<file path="src/rtl/aclink_out_pkg.sv">
package aclink_out_pkg;
  localparam int TAG_W      = 16;
  localparam int SLOT_W     = 20;
  localparam int NUM_PCM    = 10;
  localparam int NUM_SLOTS  = NUM_PCM + 2;
  localparam int FRAME_BITS = TAG_W + SLOT_W * NUM_SLOTS;
  localparam int POS_W      = $clog2(FRAME_BITS);
  localparam int ADDR_W     = 7;
  localparam int DATA_W     = 16;
  localparam int CID_W      = 2;

  // Tag slot: valid, two command tags, one tag per PCM slot, zero, selector.
  function automatic logic [TAG_W-1:0] mk_tag(input logic cmd,
                                               input logic [CID_W-1:0] cid,
                                               input logic [NUM_PCM-1:0] pv);
    logic [TAG_W-1:0] t;
    t = '0;
    t[TAG_W-1] = cmd | (|pv);
    t[TAG_W-2] = cmd & (cid == '0);
    t[TAG_W-3] = cmd & (cid == '0);
    for (int k = 0; k < NUM_PCM; k++) t[TAG_W-4-k] = pv[k];
    if (cmd) t[CID_W-1:0] = cid;
    return t;
  endfunction

  function automatic logic [SLOT_W-1:0] mk_addr_slot(input logic cmd,
                                                     input logic rd,
                                                     input logic [ADDR_W-1:0] addr);
    logic [SLOT_W-1:0] s;
    s = '0;
    if (cmd) begin
      s[SLOT_W-1]          = rd;
      s[SLOT_W-2 -: ADDR_W] = addr;
    end
    return s;
  endfunction

  function automatic logic [SLOT_W-1:0] mk_data_slot(input logic cmd,
                                                     input logic rd,
                                                     input logic [DATA_W-1:0] data);
    logic [SLOT_W-1:0] s;
    s = '0;
    if (cmd && !rd) s[SLOT_W-1 -: DATA_W] = data;
    return s;
  endfunction
endpackage

</file>
<file path="src/rtl/aclink_frame_timer.sv">
module aclink_frame_timer
  import aclink_out_pkg::*;
(
  input  logic             clk_i,
  input  logic             rst_ni,
  output logic [POS_W-1:0] pos_o,
  output logic             load_o,
  output logic             sync_o
);
  localparam logic [POS_W-1:0] LAST_POS = POS_W'(FRAME_BITS - 1);
  localparam logic [POS_W-1:0] TAG_END  = POS_W'(TAG_W);

  logic [POS_W-1:0] pos_q;

  always_ff @(posedge clk_i or negedge rst_ni) begin
    if (!rst_ni)              pos_q <= LAST_POS;
    else if (pos_q == LAST_POS) pos_q <= '0;
    else                      pos_q <= pos_q + 1'b1;
  end

  assign pos_o  = pos_q;
  assign load_o = (pos_q == LAST_POS);
  assign sync_o = rst_ni && (pos_q < TAG_END);

  AST_SYNC_RISES_AT_START: assert property (@(posedge clk_i) disable iff (!rst_ni)
    $rose(sync_o) |-> (pos_q == '0));
  AST_SYNC_FALLS_AFTER_TAG: assert property (@(posedge clk_i) disable iff (!rst_ni)
    $fell(sync_o) |-> (pos_q == TAG_END));
endmodule

</file>
<file path="src/rtl/aclink_cmd_gate.sv">
module aclink_cmd_gate (
  input  logic clk_i,
  input  logic rst_ni,
  input  logic load_i,
  input  logic req_valid_i,
  output logic take_o,
  output logic busy_o,
  output logic ack_o
);
  logic busy_q;
  logic ack_q;

  assign take_o = load_i && !busy_q && req_valid_i;

  always_ff @(posedge clk_i or negedge rst_ni) begin
    if (!rst_ni) begin
      busy_q <= 1'b0;
      ack_q  <= 1'b0;
    end else begin
      ack_q <= load_i && busy_q;
      if (load_i) busy_q <= take_o;
    end
  end

  assign busy_o = busy_q;
  assign ack_o  = ack_q;

  AST_ACK_ONE_CYCLE: assert property (@(posedge clk_i) disable iff (!rst_ni)
    ack_o |=> !ack_o);
  AST_BUSY_ENDS_IN_ACK: assert property (@(posedge clk_i) disable iff (!rst_ni)
    load_i && busy_q |=> ack_o && !busy_q);
  AST_ACK_NO_NEW_TAKE: assert property (@(posedge clk_i) disable iff (!rst_ni)
    ack_o |-> !busy_q);
endmodule

</file>
<file path="src/rtl/aclink_frame_builder.sv">
module aclink_frame_builder
  import aclink_out_pkg::*;
(
  input  logic                      cmd_i,
  input  logic                      rd_i,
  input  logic [ADDR_W-1:0]         addr_i,
  input  logic [DATA_W-1:0]         data_i,
  input  logic [CID_W-1:0]          cid_i,
  input  logic [NUM_PCM-1:0]        pcm_vld_i,
  input  logic [NUM_PCM*SLOT_W-1:0] pcm_data_i,
  output logic [FRAME_BITS-1:0]     frame_o
);
  localparam int SLOT1_TOP = FRAME_BITS - 1 - TAG_W;

  assign frame_o[FRAME_BITS-1 -: TAG_W]  = mk_tag(cmd_i, cid_i, pcm_vld_i);
  assign frame_o[SLOT1_TOP -: SLOT_W]    = mk_addr_slot(cmd_i, rd_i, addr_i);
  assign frame_o[SLOT1_TOP-SLOT_W -: SLOT_W] = mk_data_slot(cmd_i, rd_i, data_i);

  for (genvar k = 0; k < NUM_PCM; k++) begin : g_pcm
    assign frame_o[SLOT1_TOP - SLOT_W*(k+2) -: SLOT_W] =
      pcm_vld_i[k] ? pcm_data_i[k*SLOT_W +: SLOT_W] : '0;
  end
endmodule

</file>
<file path="src/rtl/aclink_serializer.sv">
module aclink_serializer
  import aclink_out_pkg::*;
(
  input  logic                  clk_i,
  input  logic                  rst_ni,
  input  logic                  load_i,
  input  logic [FRAME_BITS-1:0] frame_i,
  output logic                  sdout_o,
  output logic [TAG_W-1:0]      tag_view_o
);
  logic [FRAME_BITS-1:0] shreg_q;

  always_ff @(posedge clk_i or negedge rst_ni) begin
    if (!rst_ni)     shreg_q <= '0;
    else if (load_i) shreg_q <= frame_i;
    else             shreg_q <= {shreg_q[FRAME_BITS-2:0], 1'b0};
  end

  assign sdout_o    = shreg_q[FRAME_BITS-1];
  assign tag_view_o = shreg_q[FRAME_BITS-1 -: TAG_W];
endmodule

</file>
<file path="src/rtl/aclink_out_framer.sv">
module aclink_out_framer
  import aclink_out_pkg::*;
(
  input  logic                      bclk_i,
  input  logic                      rst_ni,
  input  logic                      req_valid_i,
  input  logic                      req_rd_i,
  input  logic [ADDR_W-1:0]         req_addr_i,
  input  logic [DATA_W-1:0]         req_data_i,
  input  logic [CID_W-1:0]          req_cid_i,
  output logic                      req_ack_o,
  input  logic [NUM_PCM-1:0]        pcm_vld_i,
  input  logic [NUM_PCM*SLOT_W-1:0] pcm_data_i,
  output logic                      sync_o,
  output logic                      sdout_o
);
  logic [POS_W-1:0]      frame_pos;
  logic                  frame_load;
  logic                  cmd_take;
  logic                  cmd_busy;
  logic [FRAME_BITS-1:0] next_frame;
  logic [TAG_W-1:0]      tag_view;

  aclink_frame_timer u_timer (
    .clk_i  (bclk_i),
    .rst_ni (rst_ni),
    .pos_o  (frame_pos),
    .load_o (frame_load),
    .sync_o (sync_o)
  );

  aclink_cmd_gate u_gate (
    .clk_i       (bclk_i),
    .rst_ni      (rst_ni),
    .load_i      (frame_load),
    .req_valid_i (req_valid_i),
    .take_o      (cmd_take),
    .busy_o      (cmd_busy),
    .ack_o       (req_ack_o)
  );

  aclink_frame_builder u_build (
    .cmd_i      (cmd_take),
    .rd_i       (req_rd_i),
    .addr_i     (req_addr_i),
    .data_i     (req_data_i),
    .cid_i      (req_cid_i),
    .pcm_vld_i  (pcm_vld_i),
    .pcm_data_i (pcm_data_i),
    .frame_o    (next_frame)
  );

  aclink_serializer u_ser (
    .clk_i      (bclk_i),
    .rst_ni     (rst_ni),
    .load_i     (frame_load),
    .frame_i    (next_frame),
    .sdout_o    (sdout_o),
    .tag_view_o (tag_view)
  );

  AST_VALID_ON_FIRST_BIT: assert property (@(posedge bclk_i) disable iff (!rst_ni)
    frame_load && cmd_take |=> sdout_o && sync_o && (frame_pos == '0));
  AST_PRIMARY_TAGS: assert property (@(posedge bclk_i) disable iff (!rst_ni)
    frame_load && cmd_take && (req_cid_i == '0) |=>
      (tag_view[TAG_W-2 -: 2] == 2'b11) && (tag_view[CID_W-1:0] == '0));
  AST_SECONDARY_TAGS: assert property (@(posedge bclk_i) disable iff (!rst_ni)
    frame_load && cmd_take && (req_cid_i != '0) |=>
      tag_view[TAG_W-1] && (tag_view[TAG_W-2 -: 2] == 2'b00) &&
      (tag_view[CID_W-1:0] == $past(req_cid_i)));
  AST_ACK_AT_FRAME_START: assert property (@(posedge bclk_i) disable iff (!rst_ni)
    req_ack_o |-> (frame_pos == '0) && !cmd_busy);
endmodule

</file>
<file path="config.mk">
export PLATFORM = sky130hd
export DESIGN_NAME = aclink_out_framer
export DESIGN_NICKNAME = d
export VERILOG_FILES = /design/src/rtl/aclink_out_pkg.sv /design/src/rtl/aclink_frame_timer.sv /design/src/rtl/aclink_cmd_gate.sv /design/src/rtl/aclink_frame_builder.sv /design/src/rtl/aclink_serializer.sv /design/src/rtl/aclink_out_framer.sv
export SDC_FILE = /design/constraint.sdc
export NUM_CORES = 1
export LEC_CHECK = 0
export BUFFER_PORTS_ARGS = -buffer_cell sky130_fd_sc_hd__buf_4
export CAP_MARGIN = 5
export CORE_ASPECT_RATIO = 2
export CORE_UTILIZATION = 54
export DETAILED_ROUTE_END_ITERATION = 10
export PLACE_DENSITY = 0.8
export SETUP_SLACK_MARGIN = 0.1
export SLEW_MARGIN = 25
export SYNTH_ARGS = -nofsm -noshare
export SYNTH_HDL_FRONTEND = slang
export SYNTH_SLANG_ARGS = --single-unit
</file>
<file path="constraint.sdc">
create_clock -name bclk_i -period 1.97 [get_ports bclk_i]
set_input_delay 0.2955 -clock bclk_i [delete_from_list [all_inputs] [get_ports bclk_i]]
set_output_delay 0.2955 -clock bclk_i [all_outputs]
set_load 0.1 [all_outputs]
</file>
==> results.py, run 1 <==
metrics = {
    "drt": {
        "wl_per_cell_um": 17.7,
        "vias": 8884,
        "drtIter0Drc": 495,
        "finalWirelength_um": 28200,
        "detail-route-antenna-nets": 0,
        "viasPerCell": 5.57,
        "firstDrtPassIters": 5,
        "drc": 0,
    },
    "worst_hold_path": {
        "holdPathStages": 3,
        "hold_start": "req_data_i[8]",
        "hp-class": "in -> reg",
        "min_to": "u_ser.shreg_q[212]$_DFF_PN0_",
    },
    "floorplan": {
        "die_x_um": 101,
        "initial_core_util": 0.551,
        "io_pins": 242,
        "rows": 72,
        "die_area_mm2": 0.0204,
        "dieHeight_um": 201,
        "core_area_mm2": 0.0194,
    },
    "worst_setup_path": {
        "path_max_fanout": 3,
        "r2r_setup_slack_ns": 0.12,
        "crit_arrival_ns": 1.58,
        "setup.worst_path.end_class": "output port",
        "startpoint_type": "flop",
        "worst-setup-path-type": "reg -> out",
        "r2r-end": "u_ser.shreg_q[14]$_DFF_PN0_",
        "worstReg2RegStart": "u_timer.pos_o[1]$_DFF_PN1_",
        "required_ns": 1.67,
        "r2r_cells": 7,
    },
    "synthesis": {
        "yosys.area.top_type": "dfrtp_1",
        "synth_top_area_frac": 0.605,
        "synth_flop_cell": "dfrtp_1",
        "synth_area_leaders": "dfrtp_1, o21ai_0, nand2_1, clkbuf_1, dfstp_2",
        "syn_area_mm2": 0.0107,
        "syn-instance-count": 1110,
        "synth.distinct_cells": 34,
        "postSynth.asyncResetShare": 1.00,
        "synth_nets": 1350,
        "synthTopCellsByCount": "o21ai_0, dfrtp_1, nand2_1",
        "synth.avg_cell_area_um2": 9.62,
        "yosys_warnings": 0,
        "synth-edff-count": 0,
        "synth_seq_cells": 266,
        "yosysMostFrequentCell": "o21ai_0",
        "ys_seq_area_frac": 0.624,
    },
    "sta": {
        "slew_viol_final": 0,
        "min_period_ns": 1.88,
        "clock.fmax_ghz": 0.533,
        "skew_ns": 0.0166,
        "tightest_slew_ns": 0.830,
        "rsz0062_at_grt": "false",
        "finalSetupViolations": 0,
        "final-hold-violation-count": 0,
        "period_share": 0.952,
        "timing.setup.tns_ns": 0,
        "maxSlewHeadroom": 0.447,
    },
    "placement": {
        "dp_hpwl_um": 17000,
        "gp_congestion": 0.831,
        "portBuffers": 241,
    },
    "clock_tree": {
        "clk_path_buf_depth": 3,
        "cts_tree": "done",
        "htreeDepth": 1,
        "clkLatencyLatePin_ns": 0.50,
        "root_buffer": "clkbuf_16",
        "cts.clk_slew.worst_paths_ns": 0.07,
        "clock_sinks": 266,
        "cts_buffers": 23,
    },
    "pwr": {
        "power_density_mw_per_mm2": 754,
        "ir_drop_mv": 0.640,
        "cellLeakagePower_nw": 5.61,
        "p_total_mw": 10.4,
    },
    "finish": {
        "fillers": 1432,
        "layout.nets": 1560,
        "drive_above_1_share": 0.259,
        "area_growth_pct": 29.5,
    },
    "global_routing": {
        "first_global_vias": 8916,
        "grt_max_degree": 158,
        "grt_usage": 0.266,
        "grt_overflow": 0,
        "grt_pass1_wl_um": 42600,
        "antenna_found_initial": 1,
    },
    "job": {
        "maxCapViolations": 0,
    },
    "outcome": {
        "status": "complete, no violations",
    },
}
-- metrics by stage --
| step | cell area (um^2) | util | std cells | setup slack (ns) | hold WS, ns |
|---|---|---|---|---|---|
| after global routing | 13800 | 0.714 | 1594 | 0.0271 | 0.0185 |
| after floorplan | 10700 | - | 1110 | 0.189 | -0.0000911 |
| final | 13800 | 0.714 | 1594 | 0.0948 | 0.0286 |
| after CTS | 13600 | 0.701 | 1584 | 0.0967 | 0.0187 |
| after detailed placement | 12700 | 0.657 | 1533 | 0.0130 | 0.0855 |
| after global placement | 12700 | 0.657 | 1533 | 0.0284 | 0.0857 |
-- how the worst max path moves through the flow --
stage | from | depth (start not counted) | end
floorplan | u_timer.pos_o[0]$_DFF_PN1_ | 6 | u_ser.shreg_q[248]$_DFF_PN0_
global placement | u_timer.pos_o[0]$_DFF_PN1_ | 5 | u_ser.shreg_q[71]$_DFF_PN0_
detailed placement | u_timer.pos_o[0]$_DFF_PN1_ | 5 | u_ser.shreg_q[71]$_DFF_PN0_
CTS | u_timer.pos_o[0]$_DFF_PN1_ | 6 | u_ser.shreg_q[253]$_DFF_PN0_
global route | u_timer.pos_o[6]$_DFF_PN1_ | 3 | sync_o
finish | u_timer.pos_o[6]$_DFF_PN1_ | 3 | sync_o
-- sequential cells by signal (all words and copies together) (netlist names) --
register	cells
u_gate.ack_o	1
u_gate.busy_o	1
u_ser.shreg_q	256
u_timer.pos_o	8
-- cell families after synthesis --
| kind of cell | count (synthesis) | synth area share |
|---|---|---|
| buffers and inverters | 102 | 0.0376 |
| muxes | 12 | 0.0144 |
| adders and majority gates | 1 | 0.00117 |
| and+or+nand+nor | 270 | 0.105 |
| AOI/OAI and AO/OA | 455 | 0.214 |
| xor gates and xnor gates | 4 | 0.00328 |
| DFF | 266 | 0.624 |
-- cells in the final DEF (no fill, tap or decap), types with 2 or more instances in the layout --
master	instances
nand4_1	2
mux2_4	5
and3_1	2
buf_4	256
a21o_1	2
nor2_1	5
nand2_1	226
o21ai_1	133
clkbuf_8	5
o21ai_2	2
buf_16	3
o21ai_0	316
clkinv_2	4
nand3_1	3
buf_6	5
mux2_2	7
buf_12	12
dfstp_2	8
dfrtp_1	258
clkbuf_1	6
or2_4	2
xnor2_1	2
nor4_1	2
and2_1	19
xor2_1	2
inv_1	2
clkbuf_16	28
-- worst max-delay path, cell delays in order, from the launching register on --
cell	delay [ns]
dfstp_2	0.40
nor3_1	0.20
and3_1	0.28
buf_12	0.20
-- timing repair --
| item | in CTS | in global routing |
|---|---|---|
| setup buffers | 9 | 5 |
| gates cloned | 2 | 5 |
| endpoints found under the hold margin | 109 | 0 |
| endpoints found under the setup margin | 156 | 240 |
| pin swaps | 1 | 5 |
| hold buffers | 1 | 0 |
| resized for setup | 6 | 127 |
-- final cells by class --
| type | instances | area (um^2) | share of cell area |
|---|---|---|---|
| inverter | 2 | 7.51 | 0.000543 |
| sequential | 266 | 6670 | 0.482 |
| timing repair buffer | 284 | 2460 | 0.178 |
| clock inverter | 5 | 28.8 | 0.00208 |
| tap | 259 | 324 | 0.0234 |
| antenna | 1 | 2.50 | 0.000181 |
| multi-input combinational | 743 | 3670 | 0.266 |
| clock buffer | 34 | 667 | 0.0482 |
-- metal layers --
layer | up-vias | share of wire | track usage
met3 | 71 | 0.050 | 0.0341
met1 | 4322 | 0.36 | 0.317
met5 | - | 0 | 0
met2 | 319 | 0.55 | 0.472
met4 | 0 | 0.040 | 0.119
li1 | 4172 | - | -
-- report_power, final --
part	leakage [nW]	total, mW	internal, mW	switching, mW
combinational	2.63	0.691	0.361	0.330
sequential	2.63	5.46	5.46	0
clock	0.346	4.26	2.34	1.92
(Power assumes the default switching activity.)
==> run 2, diff against run 1 <==
--- a/config.mk
+++ b/config.mk
@@ -11,6 +11,7 @@
 export CORE_UTILIZATION = 54
 export DETAILED_ROUTE_END_ITERATION = 10
 export PLACE_DENSITY = 0.8
+export RECOVER_POWER = 50
 export SETUP_SLACK_MARGIN = 0.1
 export SLEW_MARGIN = 25
 export SYNTH_ARGS = -nofsm -noshare
==> run 2 against run 1 <==
  * Sequential share of layout area grew 0.057 points
  * Global-route usage is the same
  * Hold slack lost 0.0015 ns
  * Clock-buffer cell count is the same
  * Sequential power is essentially flat
  * First-iteration DRC count grew 7.7%
  * Register-to-register slack lost 0.05 ns
  * Routed wire length is essentially flat
  * Power is essentially flat
==> results.py, run 2 (synthesized netlist as in run 1, its figures left out) <==
metrics = {
    "drt": {
        "drtIter0Drc": 533,
        "detail-route-antenna-nets": 0,
        "finalWirelength_um": 28100,
        "drc": 0,
        "viasPerCell": 5.58,
        "vias": 8900,
        "wl_per_cell_um": 17.6,
        "firstDrtPassIters": 5,
    },
    "floorplan": {
        "core_area_mm2": 0.0194,
        "rows": 72,
        "die_area_mm2": 0.0204,
        "initial_core_util": 0.551,
        "die_x_um": 101,
        "dieHeight_um": 201,
        "io_pins": 242,
    },
    "placement": {
        "gp_congestion": 0.831,
        "placed_cells_incl_taps": 1533,
        "portBuffers": 241,
        "dp_hpwl_um": 17000,
    },
    "finish": {
        "fin_util": 0.713,
        "layout.nets": 1560,
        "top_register": "u_ser.shreg_q",
        "final_cells": 1594,
        "final_cell_mix": "o21ai_0, dfrtp_1, buf_4",
        "drive_above_1_share": 0.258,
        "area_growth_pct": 29.3,
        "fillers": 1436,
        "layout_commonest_cell": "o21ai_0",
        "largest_reg_flops": 256,
    },
    "worst_setup_path": {
        "setup.worst_path.end_class": "flop",
        "worst-setup-path-type": "reg -> reg",
        "path_max_fanout": 22,
        "crit_arrival_ns": 2.28,
        "required_ns": 2.35,
        "crit_top_cell": "o21ai_0",
        "crit_path_max_incr_delay_ns": 0.60,
        "worstPathCellList": "ha_4 -> nand4_1 -> buf_6 -> buf_16 -> clkbuf_16 -> o21ai_0 -> o21ai_0",
        "startpoint_type": "flop",
        "crit_slowest_cell": "dfstp_1",
    },
    "sta": {
        "timing.setup.tns_ns": 0,
        "min_period_ns": 1.90,
        "slew_viol_final": 0,
        "skew_ns": 0.0167,
        "fin_hold_ws_ns": 0.0270,
        "final-hold-violation-count": 0,
        "maxSlewHeadroom": 0.107,
        "tightest_slew_ns": 1.34,
        "clock.fmax_ghz": 0.527,
        "finalSetupViolations": 0,
        "period_share": 0.964,
    },
    "pwr": {
        "ir_drop_mv": 0.640,
        "p_clk_frac": 0.410,
        "comb_power_share": 0.066,
        "seqPwrFrac": 0.524,
        "switching_share": 0.217,
        "p_sw_mw": 2.26,
        "power_density_mw_per_mm2": 754,
        "internal_power_mw": 8.16,
        "cellLeakagePower_nw": 5.60,
    },
    "worst_hold_path": {
        "hp-class": "in -> reg",
    },
    "global_routing": {
        "antenna_found_initial": 1,
        "grt_usage": 0.266,
        "first_global_vias": 8916,
        "grt_pass1_wl_um": 42600,
        "grt_overflow": 0,
        "grt_max_degree": 158,
    },
    "clock_tree": {
        "cts_tree": "done",
        "htreeDepth": 1,
        "cts_buffers": 23,
        "clk_path_buf_depth": 3,
        "root_buffer": "clkbuf_16",
        "clock_sinks": 266,
        "clkLatencyLatePin_ns": 0.50,
        "cts.clk_slew.worst_paths_ns": 0.07,
    },
    "outcome": {
        "status": "complete, no violations",
    },
    "job": {
        "maxCapViolations": 0,
    },
}
-- run 2: cell type report --
cell class                      count  area [um^2]  share of cell area
Antenna cell                        1         2.50            0.000181
Clock buffer                       34          667              0.0483
Clock inverter                      5         28.8             0.00208
Inverter                            2         7.51            0.000544
Multi-Input combinational cell    743         3670               0.266
Sequential cell                   266         6670               0.483
Tap cell                          259          324              0.0235
Timing Repair Buffer              284         2440               0.177
-- run 2: stage by stage --
step	area [um^2]	total power, mW	setup slack, ns
after global routing	13800	10.8	-0.0111
after CTS	13600	10.5	0.0967
final	13800	10.4	0.0710
after global placement	12700	6.25	0.0284
after detailed placement	12700	6.25	0.0130
after floorplan	10700	5.71	0.189
-- run 2: final timing paths --
check	start	end	slack, ns	cells after the start
setup / recovery	u_timer.pos_o[1]$_DFF_PN1_	u_ser.shreg_q[14]$_DFF_PN0_	0.07	7
hold / removal	req_data_i[8]	u_ser.shreg_q[212]$_DFF_PN0_	0.03	3
setup reg to reg	u_timer.pos_o[1]$_DFF_PN1_	u_ser.shreg_q[14]$_DFF_PN0_	0.07	7
hold reg to reg	u_ser.shreg_q[230]$_DFF_PN0_	u_ser.shreg_q[231]$_DFF_PN0_	0.45	1
max in group asynchronous	rst_ni	u_ser.shreg_q[153]$_DFF_PN0_	0.28	3
min in group asynchronous	rst_ni	u_ser.shreg_q[233]$_DFF_PN0_	0.17	2
-- run 2: power groups by stage --
| stage | clock network (mW) | logic (mW) | registers (mW) |
|---|---|---|---|
| 3_3_place_gp | 0 | 0.682 | 5.56 |
| 5_1_grt | 4.56 | 0.756 | 5.46 |
| 4_1_cts | 4.34 | 0.694 | 5.46 |
| 6_report | 4.27 | 0.688 | 5.46 |
| 3_5_place_dp | 0 | 0.689 | 5.56 |
| 2_1_floorplan | 0 | 0.140 | 5.57 |
-- run 2: critical path, delay by kind of cell (launching register included) --
kind	cells	cell delay [ns]
buf+inv	3	0.55
fa+ha+maj	1	0.16
compound gates	2	0.32
simple gates	1	0.13
flops	1	0.60
-- run 2: repair_timing --
item | in CTS | in global routing
endpoints found under the setup margin | 156 | 240
hold buffers | 1 | 0
buffers inserted | 9 | 5
gates cloned | 2 | 5
pin swaps | 1 | 5
resized for setup | 6 | 127
hold endpoints to repair | 109 | 0
-- run 2: layer usage --
metal,up-vias,global-route usage,routed length [um],share of wire
li1,4173,-,-,-
met1,4337,0.317,10200,0.36
met2,317,0.472,15400,0.55
met3,73,0.0341,1400,0.050
met4,0,0.119,1130,0.040
met5,-,0,0,0
